$ cat config.mk
export PLATFORM = sky130hd
export DESIGN_NAME = spd_eeprom_target
export DESIGN_NICKNAME = d
export VERILOG_FILES = /design/src/rtl/spd_pkg.sv /design/src/rtl/spd_line_sync.sv /design/src/rtl/spd_store.sv /design/src/rtl/spd_csum_scan.sv /design/src/rtl/spd_bus_fsm.sv /design/src/rtl/spd_eeprom_target.sv
export SDC_FILE = /design/constraint.sdc
export NUM_CORES = 2
export LEC_CHECK = 0
export ABC_CLOCK_PERIOD_IN_PS = 7100
export BUFFER_PORTS_ARGS = -buffer_cell sky130_fd_sc_hd__buf_2
export CAP_MARGIN = 20
export CORE_MARGIN = 2
export CORE_UTILIZATION = 30
export CTS_CLUSTER_DIAMETER = 40
export DETAILED_ROUTE_END_ITERATION = 16
export PLACE_DENSITY = 0.54
export REMOVE_ABC_BUFFERS = 1
export SLEW_MARGIN = 20
export SYNTH_ARGS = -nofsm -noshare
export SYNTH_HDL_FRONTEND = slang
export SYNTH_SLANG_ARGS = --single-unit
$ cat constraint.sdc
create_clock -name clk -period 7.1 [get_ports clk]
set_input_delay 1.065 -clock clk [delete_from_list [all_inputs] [get_ports clk]]
set_output_delay 1.065 -clock clk [all_outputs]
set_load 0.02 [all_outputs]
$ cat src/rtl/spd_pkg.sv
package spd_pkg;

  typedef enum logic [3:0] {
    S_IDLE,
    S_DEV,
    S_DEV_ACK,
    S_WADR,
    S_WADR_ACK,
    S_WDAT,
    S_WDAT_ACK,
    S_HOLD,
    S_RD,
    S_RD_ACK
  } bus_state_t;

  // Reset content of one byte of the store.
  function automatic logic [7:0] preload_byte(input int idx, input logic [7:0] base,
                                              input logic [7:0] step, input logic [7:0] skew,
                                              input int csum_pos, input int half);
    logic [7:0] sum;
    sum = 8'h00;
    if (idx < csum_pos) begin
      return base + 8'(idx) * step;
    end
    if (idx == csum_pos) begin
      for (int j = 0; j < csum_pos; j++) begin
        sum = sum + base + 8'(j) * step;
      end
      return sum ^ skew;
    end
    if (idx < half) begin
      return 8'h00;
    end
    return 8'hFF;
  endfunction

endpackage

$ cat src/rtl/spd_line_sync.sv
module spd_line_sync #(
  parameter int STAGES = 2
) (
  input  logic clk,
  input  logic rst_n,
  input  logic scl_i,
  input  logic sda_i,
  output logic scl_q,
  output logic sda_q,
  output logic scl_rise,
  output logic scl_fall,
  output logic start_ev,
  output logic stop_ev
);
  // bit 1 = clock line, bit 0 = data line
  logic [1:0] pipe [STAGES];
  logic [1:0] prev;
  logic [1:0] cur;

  genvar g;
  generate
    for (g = 0; g < STAGES; g++) begin : g_stage
      if (g == 0) begin : g_first
        always_ff @(posedge clk or negedge rst_n) begin
          if (!rst_n) pipe[0] <= 2'b11;
          else        pipe[0] <= {scl_i, sda_i};
        end
      end else begin : g_next
        always_ff @(posedge clk or negedge rst_n) begin
          if (!rst_n) pipe[g] <= 2'b11;
          else        pipe[g] <= pipe[g-1];
        end
      end
    end
  endgenerate

  assign cur = pipe[STAGES-1];

  always_ff @(posedge clk or negedge rst_n) begin
    if (!rst_n) prev <= 2'b11;
    else        prev <= cur;
  end

  assign scl_q    = cur[1];
  assign sda_q    = cur[0];
  assign scl_rise = ~prev[1] & cur[1];
  assign scl_fall = prev[1] & ~cur[1];
  assign start_ev = prev[1] & cur[1] & prev[0] & ~cur[0];
  assign stop_ev  = prev[1] & cur[1] & ~prev[0] & cur[0];

endmodule

$ cat src/rtl/spd_store.sv
module spd_store
  import spd_pkg::*;
#(
  parameter int         ADDR_W    = 8,
  parameter int         CSUM_POS  = 63,
  parameter int         SCAN_W    = 6,
  parameter logic [7:0] ID_BASE   = 8'h40,
  parameter logic [7:0] ID_STEP   = 8'h07,
  parameter logic [7:0] CSUM_SKEW = 8'h00
) (
  input  logic              clk,
  input  logic              rst_n,
  input  logic              wr_en,
  input  logic [ADDR_W-1:0] wr_addr,
  input  logic [7:0]        wr_data,
  input  logic [ADDR_W-1:0] rd_addr,
  output logic [7:0]        rd_data,
  input  logic [SCAN_W-1:0] scan_addr,
  output logic [7:0]        scan_data
);
  localparam int DEPTH = 1 << ADDR_W;
  localparam int HALF  = DEPTH / 2;

  logic [7:0] mem [DEPTH];

  always_ff @(posedge clk or negedge rst_n) begin
    if (!rst_n) begin
      for (int i = 0; i < DEPTH; i++) begin
        mem[i] <= preload_byte(i, ID_BASE, ID_STEP, CSUM_SKEW, CSUM_POS, HALF);
      end
    end else if (wr_en) begin
      mem[wr_addr] <= wr_data;
    end
  end

  assign rd_data   = mem[rd_addr];
  assign scan_data = mem[ADDR_W'(scan_addr)];

endmodule

$ cat src/rtl/spd_csum_scan.sv
module spd_csum_scan #(
  parameter int CSUM_POS = 63,
  parameter int SCAN_W   = 6
) (
  input  logic              clk,
  input  logic              rst_n,
  input  logic [7:0]        scan_data,
  output logic [SCAN_W-1:0] scan_addr,
  output logic              csum_err
);
  localparam logic [SCAN_W-1:0] LAST = SCAN_W'(CSUM_POS);

  logic [7:0] acc;

  always_ff @(posedge clk or negedge rst_n) begin
    if (!rst_n) begin
      scan_addr <= '0;
      acc       <= 8'h00;
      csum_err  <= 1'b0;
    end else if (scan_addr == LAST) begin
      if (acc != scan_data) csum_err <= 1'b1;
      acc       <= 8'h00;
      scan_addr <= '0;
    end else begin
      acc       <= acc + scan_data;
      scan_addr <= scan_addr + 1'b1;
    end
  end

endmodule

$ cat src/rtl/spd_bus_fsm.sv
module spd_bus_fsm
  import spd_pkg::*;
#(
  parameter int         ADDR_W = 8,
  parameter logic [3:0] DEV_HI = 4'b1010
) (
  input  logic              clk,
  input  logic              rst_n,
  input  logic              scl_rise,
  input  logic              scl_fall,
  input  logic              sda_q,
  input  logic              start_ev,
  input  logic              stop_ev,
  input  logic [2:0]        sa_i,
  input  logic              wr_lock_i,
  input  logic [7:0]        rd_data,
  output logic [ADDR_W-1:0] ptr,
  output logic              wr_en,
  output logic [ADDR_W-1:0] wr_addr,
  output logic [7:0]        wr_data,
  output logic              sda_oe,
  output logic              idle
);
  bus_state_t state;
  logic [3:0] bitcnt;
  logic [7:0] shreg;
  logic       rd_mode;
  logic       ctl_nack;
  logic       byte_done;
  logic       dev_hit;

  assign byte_done = scl_fall && (bitcnt == 4'd8);
  assign dev_hit   = (shreg[7:1] == {DEV_HI, sa_i});
  assign wr_addr   = ptr;
  assign wr_data   = shreg;
  assign idle      = (state == S_IDLE);
  assign wr_en     = (state == S_WDAT) && byte_done && !start_ev && !stop_ev &&
                     (!wr_lock_i || ptr[ADDR_W-1]);

  always_ff @(posedge clk or negedge rst_n) begin
    if (!rst_n) begin
      state    <= S_IDLE;
      bitcnt   <= 4'd0;
      shreg    <= 8'h00;
      ptr      <= '0;
      rd_mode  <= 1'b0;
      ctl_nack <= 1'b1;
      sda_oe   <= 1'b0;
    end else if (stop_ev) begin
      state  <= S_IDLE;
      sda_oe <= 1'b0;
    end else if (start_ev) begin
      state  <= S_DEV;
      bitcnt <= 4'd0;
      sda_oe <= 1'b0;
    end else begin
      case (state)
        S_DEV, S_WADR, S_WDAT: begin
          if (scl_rise) begin
            shreg  <= {shreg[6:0], sda_q};
            bitcnt <= bitcnt + 4'd1;
          end else if (byte_done) begin
            if (state == S_DEV) begin
              if (dev_hit) begin
                sda_oe  <= 1'b1;
                rd_mode <= shreg[0];
                state   <= S_DEV_ACK;
              end else begin
                state <= S_IDLE;
              end
            end else if (state == S_WADR) begin
              sda_oe <= 1'b1;
              ptr    <= ADDR_W'(shreg);
              state  <= S_WADR_ACK;
            end else begin
              sda_oe <= 1'b1;
              ptr    <= ptr + 1'b1;
              state  <= S_WDAT_ACK;
            end
          end
        end
        S_DEV_ACK: begin
          if (scl_fall) begin
            bitcnt <= 4'd0;
            if (rd_mode) begin
              shreg  <= rd_data;
              sda_oe <= ~rd_data[7];
              state  <= S_RD;
            end else begin
              sda_oe <= 1'b0;
              state  <= S_WADR;
            end
          end
        end
        S_WADR_ACK: begin
          if (scl_fall) begin
            sda_oe <= 1'b0;
            bitcnt <= 4'd0;
            state  <= S_WDAT;
          end
        end
        S_WDAT_ACK: begin
          if (scl_fall) begin
            sda_oe <= 1'b0;
            state  <= S_HOLD;
          end
        end
        S_RD: begin
          if (scl_rise) begin
            bitcnt <= bitcnt + 4'd1;
          end else if (scl_fall) begin
            if (bitcnt == 4'd8) begin
              sda_oe <= 1'b0;
              ptr    <= ptr + 1'b1;
              state  <= S_RD_ACK;
            end else begin
              sda_oe <= ~shreg[6];
              shreg  <= {shreg[6:0], 1'b0};
            end
          end
        end
        S_RD_ACK: begin
          if (scl_rise) begin
            ctl_nack <= sda_q;
          end else if (scl_fall) begin
            if (!ctl_nack) begin
              bitcnt <= 4'd0;
              shreg  <= rd_data;
              sda_oe <= ~rd_data[7];
              state  <= S_RD;
            end else begin
              sda_oe <= 1'b0;
              state  <= S_HOLD;
            end
          end
        end
        S_HOLD, S_IDLE: begin
          sda_oe <= 1'b0;
        end
        default: begin
          state  <= S_IDLE;
          sda_oe <= 1'b0;
        end
      endcase
    end
  end

endmodule

$ cat src/rtl/spd_eeprom_target.sv
module spd_eeprom_target #(
  parameter int         ADDR_W      = 8,
  parameter int         CSUM_POS    = 63,
  parameter int         SYNC_STAGES = 2,
  parameter logic [3:0] DEV_HI      = 4'b1010,
  parameter logic [7:0] ID_BASE     = 8'h40,
  parameter logic [7:0] ID_STEP     = 8'h07,
  parameter logic [7:0] CSUM_SKEW   = 8'h00
) (
  input  logic       clk,
  input  logic       rst_n,
  input  logic       scl_i,
  input  logic       sda_i,
  output logic       sda_o,
  output logic       sda_oe,
  input  logic [2:0] sa_i,
  input  logic       wr_lock_i,
  output logic       csum_err_o
);
  localparam int SCAN_W = $clog2(CSUM_POS + 1);

  logic              scl_q, sda_q, scl_rise, scl_fall, start_ev, stop_ev;
  logic [ADDR_W-1:0] ptr, wr_addr;
  logic [7:0]        rd_data, wr_data, scan_data;
  logic              wr_en, fsm_idle;
  logic [SCAN_W-1:0] scan_addr;

  assign sda_o = 1'b0;

  spd_line_sync #(.STAGES(SYNC_STAGES)) sync_i (
    .clk(clk), .rst_n(rst_n), .scl_i(scl_i), .sda_i(sda_i),
    .scl_q(scl_q), .sda_q(sda_q), .scl_rise(scl_rise), .scl_fall(scl_fall),
    .start_ev(start_ev), .stop_ev(stop_ev)
  );

  spd_bus_fsm #(.ADDR_W(ADDR_W), .DEV_HI(DEV_HI)) fsm_i (
    .clk(clk), .rst_n(rst_n), .scl_rise(scl_rise), .scl_fall(scl_fall),
    .sda_q(sda_q), .start_ev(start_ev), .stop_ev(stop_ev), .sa_i(sa_i),
    .wr_lock_i(wr_lock_i), .rd_data(rd_data), .ptr(ptr), .wr_en(wr_en),
    .wr_addr(wr_addr), .wr_data(wr_data), .sda_oe(sda_oe), .idle(fsm_idle)
  );

  spd_store #(
    .ADDR_W(ADDR_W), .CSUM_POS(CSUM_POS), .SCAN_W(SCAN_W),
    .ID_BASE(ID_BASE), .ID_STEP(ID_STEP), .CSUM_SKEW(CSUM_SKEW)
  ) store_i (
    .clk(clk), .rst_n(rst_n), .wr_en(wr_en), .wr_addr(wr_addr), .wr_data(wr_data),
    .rd_addr(ptr), .rd_data(rd_data), .scan_addr(scan_addr), .scan_data(scan_data)
  );

  spd_csum_scan #(.CSUM_POS(CSUM_POS), .SCAN_W(SCAN_W)) scan_i (
    .clk(clk), .rst_n(rst_n), .scan_data(scan_data), .scan_addr(scan_addr),
    .csum_err(csum_err_o)
  );

endmodule

# Word level (Yosys, flattened, before mapping)
# Cells that the tools add are included.
# op_classes
n_eq_ne	44
n_reduce_logical	27
n_lt_le_gt_ge	3
shifts	0
bitwise	18
n_mul	0
add_sub_neg	4
div	0
n_mux	70
# op_table
op	count
2048-bit bitwise mux	1
8-bit two-way mux	22
8-bit binary-select mux with 8-bit select	2
4-bit two-way mux	21
8-bit demux with 8-bit select	1
4-bit by 1-bit inequality test with 1-bit output (second input constant)	8
8-bit case mux with 4 select lines	1
4-bit case mux with 7 select lines	1
9-bit >= comparator (second input constant)	2
9-bit AND reduction	2
4-bit by 3-bit equality test with 1-bit output (second input constant)	4
8-bit case mux with 2 select lines	1
1-bit two-way mux	15
2-bit by 1-bit inequality test with 1-bit output (second input constant)	7
7-bit AND reduction	2
4-bit equality test (second input constant)	3
2-bit inequality test (second input constant)	6
3-bit by 1-bit inequality test with 1-bit output (second input constant)	4
4-bit inequality test (second input constant)	3
4-bit case mux with 3 select lines	1
12-bit AND reduction	1
11-bit AND reduction	1
9-bit by 1-bit less-than comparator with 1-bit output (second input constant)	1
1-bit inverter	9
other kinds (29)	47
# word_totals
romBits	0
register_bits	2096
output_inout_bits	3
input_bits	8
ramBits	0
mem_count	0
latch_bits	0
word_cells	435

# Longest topological paths before layout
# depth
depth_word	11
depth_mapped	19
ltp_nobuf	14

# Cells and area by module
# From an unflattened synthesis, not the netlist that was laid out.
# unflattened
cells_unflattened	6660
hier_area_um2	101612.5
# by_module_without_submodules
mod	cells_each	area_per_inst_um2	n_inst	seq_area_each_um2
spd_store	6338	98479.4	1	52859.4
spd_bus_fsm	233	2100.8	1	676.9
spd_csum_scan	77	830.8	1	375.4
spd_line_sync	10	190.2	1	157.7
spd_eeprom_target	2	11.3	1	0.0

# Worst setup path after synthesis
# Ideal clock, no wire load.
# synth_timing
kind	register to register
from	register scan_i.scan_addr[0]
to	register scan_i.acc[6]
required_ns	6.968
period_less_slack_ns	4.254
setup_time_ns	0.132
slack_ns	2.846
path_buffers	4
path_stages_with_launch	17
arrival_ns	4.122
path_cell_list	dfrtp_1 buf_2 buf_6 clkbuf_1 buf_1 mux4_2 o22ai_1 a21oi_1 mux4_2 ha_1 fa_1 a21o_1 a21oi_1 o21bai_1 a21oi_1 xor2_1 nor2_1
# synth_via
elab_chain_cells	6
word_cells_on_any_way	7
classes_between	add/sub (1); eq/ne (1); mux (4); bitwise (1)
# synth_rtl
item	line_no	rtl
from (decl)	spd_csum_scan.sv:8	output logic [SCAN_W-1:0] scan_addr,
from (signal assigned)	spd_csum_scan.sv:26	scan_addr <= scan_addr + 1'b1;
6-bit inverter with 9-bit output (implied by the code)	spd_store.sv:37	assign scan_data = mem[ADDR_W'(scan_addr)];
8-bit binary-select mux with 8-bit select	spd_store.sv:37	
8-bit two-way mux (implied by the code) (2 in series)	spd_store.sv:37	
8-bit adder	spd_csum_scan.sv:25	acc <= acc + scan_data;
8-bit two-way mux *	spd_csum_scan.sv:20	end else if (scan_addr == LAST) begin
to (signal assigned)	spd_csum_scan.sv:25	
to (decl)	spd_csum_scan.sv:13	logic [7:0] acc;
# Every way passes the cells marked *; elsewhere a longest branch is shown, timed or not. The select of a mux whose other input is x is not followed.
# A chain may end at the register's enable or synchronous reset.

# Final worst setup path
# layout_timing
from	register fsm_i.ptr[1]
to	register fsm_i.sda_oe
# layout_via
elab_chain_cells	11
word_cells_on_any_way	13
classes_between	mux (11); bitwise (2)
# layout_rtl
item	line_no	rtl
from (decl)	spd_bus_fsm.sv:17	output logic [ADDR_W-1:0] ptr,
from (signal assigned)	spd_bus_fsm.sv:73	ptr <= ADDR_W'(shreg);
from (signal assigned)	spd_bus_fsm.sv:77	ptr <= ptr + 1'b1;
from (signal assigned)	spd_bus_fsm.sv:114	ptr <= ptr + 1'b1;
8-bit inverter with 9-bit output (implied by the code) *	spd_store.sv:36	assign rd_data = mem[rd_addr];
8-bit binary-select mux with 8-bit select *	spd_store.sv:36	
8-bit two-way mux (implied by the code) * (2 in series)	spd_store.sv:36	
1-bit inverter *	spd_bus_fsm.sv:87, spd_bus_fsm.sv:129	
1-bit two-way mux	spd_bus_fsm.sv:126	if (!ctl_nack) begin
1-bit two-way mux	spd_bus_fsm.sv:125	end else if (scl_fall) begin
1-bit two-way mux	spd_bus_fsm.sv:123	if (scl_rise) begin
1-bit case mux with 5 select lines *	spd_bus_fsm.sv:57	case (state)
1-bit two-way mux *	spd_bus_fsm.sv:52	end else if (start_ev) begin
1-bit two-way mux *	spd_bus_fsm.sv:49	end else if (stop_ev) begin
to (signal assigned)	spd_bus_fsm.sv:87	sda_oe <= ~rd_data[7];
to (signal assigned)	spd_bus_fsm.sv:117	sda_oe <= ~shreg[6];
to (signal assigned)	spd_bus_fsm.sv:129	sda_oe <= ~rd_data[7];
to (decl)	spd_bus_fsm.sv:21	output logic sda_oe,
# Marked as above.

==> metrics.txt <==
outcome=finished clean; Max Root-Sink Buffers=4; area delta synth->final=17.2%; largest net degree at the start of global routing=208; DR pass1 iterations=5; area of the multi-input gates=0.0446 mm^2; Final Util=35.3%; CTS Root Buffer Type=clkbuf_16; fin crit period=5150 ps; Fill cells=31815; YS warnings=0; Worst VDD drop=360 uV; H-tree levels=5; Power Density=278 mW/mm^2; Worst Slack Setup Final=1950 ps; Finished Layout Cells=11765; Mapped Area=0.101 mm^2; Seq cells post-synth=2096; worst-skew pair later-pin latency=900 ps; final wirelength=320000 um; Tot GR Track Use=18.5%; final hold slack=205 ps; CTS clk-pin slew, worst paths=50 ps; IO Port Bufs=9; RSZ-0062 raised after global routing=no; RR Endpoint=fsm_i.sda_oe; Hold Buf Count CTS=0; grt total ovfl=0; CP max stage delay=850 ps; Stages on worst setup path=10; core footprint=0.336 mm^2; critical path startpoint=fsm_i.ptr[1]; Slew @ Worst Pin=1180 ps; Reg area=0.0541 mm^2; Die Wd=585 um; post-CTS sizing=0; Setup Crit Path Kind=reg -> reg; Worst Path Max Fanout=39; Worst Path Arrival=5970 ps; initial antenna violation count=15; Most used DFF post-synth=dfstp_2; vias in the first global route=65237; # DRC=0; dpl cells=11088; CP Buf/Inv Count=2; CTS sink cnt=2096; async set or reset register ratio after synthesis=100%; Post-synth EDFFs=0; R2R depth=10; post-DR wirelength/cell=27.2 um; worst slack, placed=2070 ps; Final period util=72.5%; DRT antenna net count=0; IO Count=11; Clock Skews=79.7 ps; # nets final=6965; Worst Path Required=7920 ps; Leakage Power=47.7 nW; Hold Violations, Final=0; RePlAce Congestion=0.853; cts bufs inserted=367; final max-slew violation count=0; register area share after synthesis=53.5%; Setup crit start kind=flop; Avg Cell Area, Syn=14.4 um^2; most frequent CP cell=buf_4; max-cap violations=0; crit path capture type=flop; CTS tree=yes; Worst setup endpoint=fsm_i.sda_oe; Die Area=0.342 mm^2; endpoints failing setup=0; vias=62952; initial drt markers=5100; Post CTS Setup Buffer Count=0; vias per inst=5.35; cell chain of the critical path=buf_4, buf_4, mux4_2, mux2i_1, a32oi_1, a41oi_1, o311ai_0, o21ai_1, a211oi_1, a21oi_1; HP Class=in -> async; Crit-path slowest cell=dfrtp_4; setup_tns=0 ps; f_max=194 MHz; share of layout cells above drive strength 1=62.6%; Synth cell types=68; r2r setup slk=1950 ps; worst r2r src=fsm_i.ptr[1]; first-pass GRT wire length=472000 um; Worst slew margin=21.1%; Synth Instances=7019; critical path's top delay family=compound AO/OA/AOI/OAI gates; initial core utilization=30.1%; FP Rows=213; Die Span Y=585 um; HPWL Detailed=198000 um
## layout by cell type (no fill, tap or decap), types with 61 or more instances in the layout
cell type,synthesis,final
mux4_2,669,669
dfrtp_1,802,787
a22oi_1,61,61
nand2_1,620,618
nor2_1,97,93
dfstp_2,1294,1294
clkinv_2,0,65
o21ai_0,493,493
a21oi_1,95,95
mux2_2,1603,1603
clkbuf_16,0,373
mux2i_1,156,154
nor2_2,138,141
o221ai_1,63,63
buf_4,25,115
## state kept, by name, summed over array words and instances (netlist names)
signal,count
fsm_i.wr_data,8
fsm_i.bitcnt,4
fsm_i.sda_oe,1
store_i.mem,2048
fsm_i.ctl_nack,1
fsm_i.rd_mode,1
sync_i.prev,2
fsm_i.state,4
scan_i.acc,8
scan_i.csum_err,1
scan_i.scan_addr,6
sync_i.cur,2
fsm_i.ptr,8
sync_i.pipe,2
## cells by family (layout without fill, tap and decap cells)
kind of cell               after synthesis  after routing  share of synthesized area, %
muxes                                 2428           2428                          34.3
and+or+nand+nor                       1021           1021                          4.45
buffers and inverters                  609            835                          2.62
adders and majority gates               15             15                         0.193
xor gates and xnor gates                15             15                         0.130
AOI/OAI and AO/OA                      834            834                          4.85
DFF                                   2096           2096                          53.5
other                                    1              6                       0.00371
## how the worst min path moves through the flow
stage                   start           endpoint  slack (ps)  cells after the start
6_report                rst_n  store_i.mem[1896]         210                      1
5_1_grt                 rst_n  store_i.mem[1896]         210                      1
4_1_cts                 sda_i     sync_i.pipe[2]         200                      1
3_5_place_dp   sync_i.pipe[2]      sync_i.cur[0]         350                      0
3_3_place_gp   sync_i.pipe[2]      sync_i.cur[0]         350                      0
2_1_floorplan  sync_i.pipe[2]      sync_i.cur[0]         350                      0
## cells in the mapped netlist (all sizes together) (11+ instances only)
| cell type | number | share of area, % |
|---|---|---|
| mux2 | 1603 | 18 |
| dfstp | 1294 | 34 |
| dfrtp | 802 | 20 |
| mux4 | 669 | 15 |
| nand2 | 620 | 2.3 |
| o21ai | 496 | 2.5 |
| clkbuf | 406 | 1.5 |
| nor2 | 235 | 1.2 |
| buf | 186 | 1.0 |
| mux2i | 156 | 1.5 |
| a21oi | 95 | 0.47 |
| nand3 | 67 | 0.33 |
| o221ai | 63 | 0.55 |
| a22oi | 61 | 0.45 |
| o22ai | 35 | 0.22 |
| nor3 | 22 | 0.11 |
| nor2b | 17 | 0.11 |
| ha | 14 | 0.17 |
| nand2b | 13 | 0.080 |
| a211oi | 11 | 0.082 |
## through the flow
stage          area, um^2  power [mW]
2_1_floorplan       98500        13.1
3_3_place_gp       106000        14.8
3_5_place_dp       106000        14.9
4_1_cts            119000        33.2
5_1_grt            119000        34.0
6_report           119000        33.0
## cell type report
class,count,share of cell area [%]
Clock buffer,465,8.61
Timing Repair Buffer,146,1.14
Antenna cell,5,0.0106
Inverter,17,0.0591
Multi-Input combinational cell,4314,37.6
Sequential cell,2096,45.6
Tap cell,4515,4.76
Clock inverter,207,2.19
## power breakdown
group          leakage [nW]  total [mW]  switching, mW  internal [mW]
Combinational          17.0        2.28           2.07          0.209
Clock                  6.22        18.2           6.38           11.9
Sequential             24.5        12.5          0.427           12.0
Total                  47.7        33.0           8.88           24.1
## routing by layer
layer	wire, um	vias up	part of all wire, %	GRT usage, %
li1	-	26072	-	-
met1	141000	34243	44	25.5
met2	147000	1997	46	28.8
met3	18900	632	5.9	3.52
met4	13600	8	4.3	7.16
met5	53	-	0.017	0
(Power assumes the default switching activity.)
